[src/rtl/gcd_pkg.sv]
package gcd_pkg;
  typedef enum logic [1:0] {
    ST_IDLE = 2'd0,
    ST_RUN  = 2'd1,
    ST_DONE = 2'd2
  } gcd_state_e;
endpackage

[src/rtl/gcd_rst_sync.sv]
module gcd_rst_sync (
  input  logic clk,
  input  logic rst_n,
  output logic rst_sync_n
);
  logic meta_q;
  logic sync_q;

  always_ff @(posedge clk or negedge rst_n) begin
    if (!rst_n) begin
      meta_q <= 1'b0;
      sync_q <= 1'b0;
    end else begin
      meta_q <= 1'b1;
      sync_q <= meta_q;
    end
  end

  assign rst_sync_n = sync_q;
endmodule

[src/rtl/gcd_reduce_step.sv]
module gcd_reduce_step #(
  parameter int WIDTH = 8
) (
  input  logic [WIDTH-1:0] u_i,
  input  logic [WIDTH-1:0] v_i,
  output logic [WIDTH-1:0] u_o,
  output logic [WIDTH-1:0] v_o,
  output logic             twos_o,
  output logic             zero_o
);
  logic             u_ge_v;
  logic [WIDTH-1:0] diff;

  always_comb begin
    zero_o = (u_i == '0) || (v_i == '0);
    u_ge_v = (u_i >= v_i);
    diff   = u_ge_v ? (u_i - v_i) : (v_i - u_i);
    twos_o = 1'b0;
    u_o    = u_i;
    v_o    = v_i;
    case ({u_i[0], v_i[0]})
      2'b00: begin
        u_o    = u_i >> 1;
        v_o    = v_i >> 1;
        twos_o = 1'b1;
      end
      2'b01: u_o = u_i >> 1;
      2'b10: v_o = v_i >> 1;
      default: begin
        u_o = diff >> 1;
        v_o = u_ge_v ? v_i : u_i;
      end
    endcase
  end
endmodule

[src/rtl/gcd_twos_count.sv]
module gcd_twos_count #(
  parameter int KW = 4
) (
  input  logic          clk,
  input  logic          rst_n,
  input  logic          clr_i,
  input  logic          inc_i,
  output logic [KW-1:0] cnt_o
);
  logic [KW-1:0] cnt_q;
  logic [KW-1:0] cnt_d;
  logic          cnt_en;

  always_comb begin
    cnt_en = clr_i | inc_i;
    cnt_d  = clr_i ? '0 : cnt_q + 1'b1;
  end

  always_ff @(posedge clk or negedge rst_n) begin
    if (!rst_n)      cnt_q <= '0;
    else if (cnt_en) cnt_q <= cnt_d;
  end

  assign cnt_o = cnt_q;
endmodule

[src/rtl/gcd_pow2_restore.sv]
module gcd_pow2_restore #(
  parameter int WIDTH = 8,
  parameter int KW    = 4
) (
  input  logic [WIDTH-1:0] val_i,
  input  logic [KW-1:0]    amt_i,
  output logic [WIDTH-1:0] val_o
);
  logic [WIDTH-1:0] stage [KW+1];

  assign stage[0] = val_i;

  for (genvar i = 0; i < KW; i++) begin : g_stage
    assign stage[i+1] = amt_i[i] ? (stage[i] << (2**i)) : stage[i];
  end

  assign val_o = stage[KW];
endmodule

[src/rtl/gcd_shift_engine.sv]
module gcd_shift_engine #(
  parameter int WIDTH = 8
) (
  input  logic             clk,
  input  logic             rst_n,
  input  logic             load_i,
  input  logic [WIDTH-1:0] opa_i,
  input  logic [WIDTH-1:0] opb_i,
  output logic [WIDTH-1:0] result_o,
  output logic             done_o
);
  import gcd_pkg::*;

  localparam int KW = $clog2(WIDTH) + 1;

  logic             rst_sync_n;
  gcd_state_e       state_q, state_d;
  logic [WIDTH-1:0] u_q, u_d, v_q, v_d;
  logic [WIDTH-1:0] res_q, res_d;
  logic             done_q, done_d;
  logic             op_en, res_en;
  logic [WIDTH-1:0] u_nx, v_nx;
  logic             step_twos, step_zero;
  logic [KW-1:0]    twos_cnt;
  logic [WIDTH-1:0] restored;
  logic             cnt_inc;

  gcd_rst_sync u_rst_sync (
    .clk        (clk),
    .rst_n      (rst_n),
    .rst_sync_n (rst_sync_n)
  );

  gcd_reduce_step #(.WIDTH(WIDTH)) u_step (
    .u_i    (u_q),
    .v_i    (v_q),
    .u_o    (u_nx),
    .v_o    (v_nx),
    .twos_o (step_twos),
    .zero_o (step_zero)
  );

  assign cnt_inc = !load_i && (state_q == ST_RUN) && !step_zero && step_twos;

  gcd_twos_count #(.KW(KW)) u_twos (
    .clk   (clk),
    .rst_n (rst_sync_n),
    .clr_i (load_i),
    .inc_i (cnt_inc),
    .cnt_o (twos_cnt)
  );

  gcd_pow2_restore #(.WIDTH(WIDTH), .KW(KW)) u_restore (
    .val_i (u_q | v_q),
    .amt_i (twos_cnt),
    .val_o (restored)
  );

  always_comb begin
    state_d = state_q;
    u_d     = u_q;
    v_d     = v_q;
    res_d   = res_q;
    done_d  = done_q;
    op_en   = 1'b0;
    res_en  = 1'b0;
    if (load_i) begin
      op_en   = 1'b1;
      u_d     = opa_i;
      v_d     = opb_i;
      done_d  = 1'b0;
      state_d = ST_RUN;
    end else begin
      case (state_q)
        ST_RUN: begin
          if (step_zero) begin
            res_en  = 1'b1;
            res_d   = restored;
            done_d  = 1'b1;
            state_d = ST_DONE;
          end else begin
            op_en = 1'b1;
            u_d   = u_nx;
            v_d   = v_nx;
          end
        end
        default: ;
      endcase
    end
  end

  always_ff @(posedge clk or negedge rst_sync_n) begin
    if (!rst_sync_n) begin
      state_q <= ST_IDLE;
      done_q  <= 1'b0;
    end else begin
      state_q <= state_d;
      done_q  <= done_d;
    end
  end

  always_ff @(posedge clk or negedge rst_sync_n) begin
    if (!rst_sync_n) begin
      u_q <= '0;
      v_q <= '0;
    end else if (op_en) begin
      u_q <= u_d;
      v_q <= v_d;
    end
  end

  always_ff @(posedge clk or negedge rst_sync_n) begin
    if (!rst_sync_n)  res_q <= '0;
    else if (res_en)  res_q <= res_d;
  end

  assign result_o = res_q;
  assign done_o   = done_q;
endmodule

[config.mk]
export PLATFORM = sky130hd
export DESIGN_NAME = gcd_shift_engine
export DESIGN_NICKNAME = d
export VERILOG_FILES = /design/src/rtl/gcd_pkg.sv /design/src/rtl/gcd_rst_sync.sv /design/src/rtl/gcd_reduce_step.sv /design/src/rtl/gcd_twos_count.sv /design/src/rtl/gcd_pow2_restore.sv /design/src/rtl/gcd_shift_engine.sv
export SDC_FILE = /design/constraint.sdc
export NUM_CORES = 1
export LEC_CHECK = 0
export BUFFER_PORTS_ARGS = -buffer_cell sky130_fd_sc_hd__buf_2
export CAP_MARGIN = 20
export CORE_MARGIN = 1.5
export CORE_UTILIZATION = 30
export DETAILED_ROUTE_END_ITERATION = 16
export MAX_ROUTING_LAYER = met4
export REMOVE_ABC_BUFFERS = 1
export SLEW_MARGIN = 20
export SYNTH_ARGS = -nofsm -noshare
export SYNTH_HDL_FRONTEND = slang
export SYNTH_HIERARCHICAL = 1
export SYNTH_SLANG_ARGS = --single-unit
[constraint.sdc]
create_clock -name clk -period 0.88 [get_ports clk]
set_input_delay 0.088 -clock clk [delete_from_list [all_inputs] [get_ports clk]]
set_output_delay 0.088 -clock clk [all_outputs]
set_load 0.05 [all_outputs]
==> results of run 1 <==
-- routing by layer --
metal	vias to the layer above	global-route usage	part of all wire
met4	0	0.0400	0.010
met1	1386	0.251	0.47
li1	1302	-	-
met3	11	0.0233	0.037
met5	-	-	0
met2	78	0.288	0.48
-- power groups by stage --
stage          sequential, mW  combinational (mW)  clock (mW)
2_1_floorplan            3.38                7.32           0
3_3_place_gp             2.46                13.3           0
3_5_place_dp             2.50                13.4           0
4_1_cts                  2.55                15.0        1.46
5_1_grt                  2.65                17.9        1.52
6_report                 2.58                16.8        1.43
-- worst min-delay path by stage --
stage | slack, ps | cells past startpoint | start | to
2_1_floorplan | -210 | 0 | rst_n | u_rst_sync/meta_q
3_3_place_gp | -130 | 1 | rst_n | u_rst_sync/rst_sync_n
3_5_place_dp | -130 | 1 | rst_n | u_rst_sync/rst_sync_n
4_1_cts | 110 | 2 | rst_n | u_rst_sync/rst_sync_n
5_1_grt | 120 | 2 | rst_n | u_rst_sync/rst_sync_n
6_report | 110 | 2 | rst_n | u_rst_sync/meta_q
-- repair_timing --
| action | in CTS | in global routing |
|---|---|---|
| pin swaps | 9 | 9 |
| gates cloned | 1 | 1 |
| endpoints found under the hold margin | 2 | 0 |
| setup buffers | 10 | 9 |
| setup endpoints to repair | 39 | 39 |
| hold buffers | 1 | 0 |
| resized for setup | 56 | 40 |
-- final cells by class --
| cell class | count | area (um^2) | area share |
|---|---|---|---|
| multi-input cells | 220 | 2250 | 0.507 |
| repair buffers | 126 | 1040 | 0.235 |
| flip-flops and latches | 32 | 803 | 0.181 |
| well taps | 129 | 161 | 0.0363 |
| inverters | 20 | 76.3 | 0.0172 |
| clock buffers | 6 | 72.6 | 0.0163 |
| clock inverters | 2 | 35.0 | 0.00788 |
-- worst max-delay path, cell delays in order (launching register included) --
cell,delay (ps)
dfrtp_1,400
buf_4,190
inv_1,50
ha_1,240
a21oi_4,190
a31o_4,200
nand4_1,140
buf_4,190
buf_4,170
o221ai_2,210
a21oi_2,100
mux2_4,280
mux2_4,260
-- synth_stat cells (2+ instances only) --
cell type / n
a211oi_1: 4
a21o_1: 4
a21oi_1: 12
a221o_1: 11
a221oi_1: 7
a311oi_1: 2
a31oi_1: 2
and2_1: 3
buf_2: 3
buf_6: 6
clkbuf_1: 4
dfrtp_1: 32
fa_1: 2
ha_1: 19
inv_1: 19
mux2_2: 34
mux2_4: 11
mux2i_1: 10
nand2_1: 10
nand3b_1: 3
nand4_1: 3
nor2_1: 23
nor2b_1: 3
nor4_1: 4
o21a_1: 3
o21ai_0: 6
o221ai_1: 6
o32ai_1: 2
or2_2: 10
-- sequential cells by signal (all words and copies together), names as in the netlist --
signal	flops
done_o	1
result_o	8
state_q	1
u_q	8
u_rst_sync/meta_q	1
u_rst_sync/rst_sync_n	1
u_twos/cnt_o	4
v_q	8
-- cell families (layout without fill, tap and decap cells) --
group	count (synthesis)	in the layout	share of synthesized area
and+or+nand+nor	72	72	0.143
AOI/OAI and AO/OA	69	69	0.190
muxes	56	56	0.228
buffers and inverters	35	154	0.0680
DFF	32	32	0.272
adders and majority gates	21	21	0.0944
other	1	1	0.00127
xor gates and xnor gates	1	1	0.00298
==> results_dict.tcl, run 1 <==
set metrics [dict create \
    final-instance-count-excl-fill 535 \
    diodes 0 \
    dieArea_mm2 0.0104 \
    cts_max_path_buffers 2 \
    grt_pass1_vias 2766 \
    synth-seq-cells 32 \
    final_cell_mix "buf_4 (81), dfrtp_1 (30), mux2_4 (27)" \
    drt-initial-drc-count 201 \
    place_ws_ps -1870 \
    hp-class "primary input to asynchronous set/reset pin" \
    final_core_util 0.474 \
    path_max_fanout 6 \
    layout_commonest_cell "buf_4" \
    dp_hpwl_um 6410 \
    grt_overflow 0 \
    synth.lib_cells_used.distinct 58 \
    die_y_um 102 \
    grt_max_degree 31 \
    skew_ps 9.39 \
    cp.arrival_ps 2910 \
    final_cell_area_mm2 0.00444 \
    critical_path_class "flip-flop to flip-flop" \
    start_util 0.314 \
    r2r-start "v_q[3]" \
    synthToLayoutAreaGrowth_pct 51.0 \
    rsz0062_at_grt "true" \
    vias 2777 \
    status "complete, but fails checks" \
    port_buffers 27 \
    grtUsageTotal 0.183 \
    synth_top_area_frac 0.272 \
    p_int_mw 11.5 \
    finalHoldViolCount 0 \
    powerDensity_mw_per_mm2 4690 \
    finalSetupTns_ps -44330 \
    rows 35 \
    synth_top_cell_by_area "dfrtp_1" \
    htreeDepth 2 \
    clock-sinks 32 \
    clkPwrFrac 0.069 \
    syn_inst 287 \
    p_leak_nw 2.03 \
    rr_worst_depth 12 \
    setup_ws_ps -1850 \
    regToRegSetupSlack_ps -1850 \
    cap_violations 0 \
    holdWs_ps 109 \
    worst_ep_required_time_ps 1050 \
    synth_edf_count 0 \
    drive_gt1_frac 0.571 \
    critPathLaunch "v_q[3]" \
    async_reset_ff_frac 1.00 \
    reg2reg_to "u_q[1]" \
    clock.fmax_ghz 0.366 \
    cp-start-kind "flip-flop" \
    wl_per_cell_um 17.6 \
    finalSetupViolations 39 \
    place.gp.congestion 0.912 \
    p_total_mw 20.8 \
    ios 28 \
    finalMaxSlewViolations 0 \
    fin_nets 445 \
    ys_seq_area_frac 0.272 \
    netlist_area_mm2 0.00294 \
    ctsRootBufferMaster "clkbuf_8" \
    violations "negative setup slack" \
    synth_warnings 6 \
    cts_buffers 5 \
    synthTopCellsByArea "dfrtp_1 (27%), mux2_2 (13%), ha_1 (8.1%), mux2_4 (5.6%), a221o_1 (3.7%)" \
    seqPwrFrac 0.124 \
    drtAntennaViolNets 0 \
    tightest_slew_ps 545 \
    p_comb_frac 0.807 \
    core_area_mm2 0.00937 \
    fillCellCount 868 \
    place_inst 509 \
    dr.pass1.iters 5 \
    critPathCaptureType "flip-flop" \
    clk_pin_slew_worst_paths_ps 70 \
    vias_per_cell 5.19 \
    die_x_um 102 \
    min_period_over_period 3.11 \
    routed_wl_um 9400 \
    fin_crit_ps 2730 \
    p_sw_frac 0.448 \
    p_sw_mw 9.34 \
    drc_errors 0 \
    slew_headroom 0.635 \
    crit_end "u_q[1]" \
    clk_latency_ps 290 \
    syn_area_per_cell_um2 10.3 \
    antenna_found_initial 0 \
    grt_pass1_wl_um 14300 \
    placed_cell_area_mm2 0.00375 \
    cts_tree "yes" \
    peakVddDrop_mv 1.30 \
    ys.flop_type "dfrtp_1" \
]
Power figures use the tool's default switching activity.
==> run 2: changes to the inputs <==
--- a/config.mk
+++ b/config.mk
@@ -6,7 +6,6 @@
 export NUM_CORES = 1
 export LEC_CHECK = 0
 export BUFFER_PORTS_ARGS = -buffer_cell sky130_fd_sc_hd__buf_2
-export CAP_MARGIN = 20
 export CORE_MARGIN = 1.5
 export CORE_UTILIZATION = 30
 export DETAILED_ROUTE_END_ITERATION = 16
==> constraint.sdc (replaced) <==
create_clock -name clk -period 2.5 [get_ports clk]
set_input_delay 0.25 -clock clk [delete_from_list [all_inputs] [get_ports clk]]
set_output_delay 0.25 -clock clk [all_outputs]
set_load 0.05 [all_outputs]
==> results_dict.tcl, run 2 (same netlist as run 1, synthesis figures left out) <==
set metrics [dict create \
    status "complete, but fails checks" \
    violations "negative setup slack" \
    final_core_util 0.415 \
    place_inst 489 \
    drc_errors 0 \
    grt_overflow 0 \
    r2r-start "v_q[6]" \
    htreeDepth 2 \
    clk_latency_ps 290 \
    skew_ps 9.46 \
    cts_tree "yes" \
    critical_path_class "flip-flop to flip-flop" \
    setup_ws_ps -227 \
    antenna_found_initial 0 \
    grt_pass1_wl_um 13100 \
    grtUsageTotal 0.168 \
    regToRegSetupSlack_ps -230 \
    vias 2572 \
    grt_max_degree 31 \
    cts_buffers 5 \
    clock.fmax_ghz 0.367 \
    diodes 0 \
    place.gp.congestion 0.877 \
    synthToLayoutAreaGrowth_pct 32.1 \
    ios 28 \
    worst_ep_required_time_ps 2680 \
    finalHoldViolCount 0 \
    reg2reg_to "v_q[4]" \
    fin_crit_ps 2730 \
    die_y_um 102 \
    layout_commonest_cell "buf_4" \
    min_period_over_period 1.09 \
    final_cell_mix "buf_4 (64), mux2_2 (32), dfrtp_1 (31)" \
    start_util 0.314 \
    slew_headroom 0.607 \
    critPathCaptureType "flip-flop" \
    rsz0062_at_grt "true" \
    cap_violations 0 \
    port_buffers 27 \
    dieArea_mm2 0.0104 \
    die_x_um 102 \
    path_max_fanout 5 \
    routed_wl_um 7990 \
    finalSetupViolations 14 \
    cp-start-kind "flip-flop" \
    ctsRootBufferMaster "clkbuf_8" \
    drive_gt1_frac 0.520 \
    cts_max_path_buffers 2 \
    hp-class "primary input to asynchronous set/reset pin" \
    vias_per_cell 5.10 \
    rows 35 \
    dr.pass1.iters 4 \
    fin_nets 414 \
    rr_worst_depth 10 \
    wl_per_cell_um 15.9 \
    grt_pass1_vias 2557 \
    tightest_slew_ps 582 \
    core_area_mm2 0.00937 \
    dp_hpwl_um 6180 \
    clock-sinks 32 \
    drtAntennaViolNets 0 \
    clk_pin_slew_worst_paths_ps 80 \
    finalMaxSlewViolations 0 \
    drt-initial-drc-count 135 \
    final-instance-count-excl-fill 504 \
    cp.arrival_ps 2910 \
]
run 2: final cells by class:
class | instances | area [um^2]
well taps | 129 | 161
clock inverters | 3 | 42.5
clock buffers | 5 | 68.8
multi-input cells | 220 | 2080
repair buffers | 95 | 659
inverters | 20 | 76.3
flip-flops and latches | 32 | 802
fillers | 959 | 5480
run 2: per-stage QoR:
step / hold slack, ps / area [um^2] / setup slack, ps / TNS [ps]
finish: 267 / 3890 / -227 / -2720
global route: 290 / 3890 / -325 / -3920
CTS: 256 / 3800 / -232 / -2710
detailed placement: 35.8 / 3570 / -318 / -3280
global placement: 34.7 / 3570 / -292 / -2740
floorplan: -45.6 / 2820 / -495 / -5610
run 2: worst max path at each step:
stage | slack (ps) | depth (start not counted) | startpoint | endpoint
after detailed placement | -320 | 10 | u_q[0] | u_q[1]
after floorplan | -500 | 10 | u_q[0] | v_q[3]
after global routing | -330 | 11 | u_q[0] | v_q[1]
after CTS | -230 | 11 | u_q[0] | u_q[1]
after global placement | -290 | 12 | u_q[0] | u_q[5]
final | -230 | 10 | v_q[6] | v_q[4]
run 2: layer usage:
layer / global-route usage / vias up / routed length (um)
li1: - / 1241 / -
met1: 0.240 / 1246 / 3860
met2: 0.254 / 78 / 3660
met3: 0.0219 / 7 / 410
met4: 0.0358 / 0 / 61
met5: - / - / 0
run 2: worst max-delay path: stages (launching register included):
cell     delay [ps]
dfrtp_1         410
buf_6           130
ha_4            220
a21o_1          220
buf_6           130
o21a_4          200
nor4_4          320
nor2_2          120
a221o_1         330
mux2_2          270
mux2_4          260
run 2: what timing repair did:
action,in CTS,in global routing
gates resized for setup,16,15
buffers inserted,2,4
endpoints found under the setup margin,14,14
hold buffers,1,0
endpoints found under the hold margin,2,0
pin swaps,9,4
Power of run 2 is left out: the tool's default activity adds up to more than one toggle a clock period on the data nets, which glitch-free logic cannot reach.
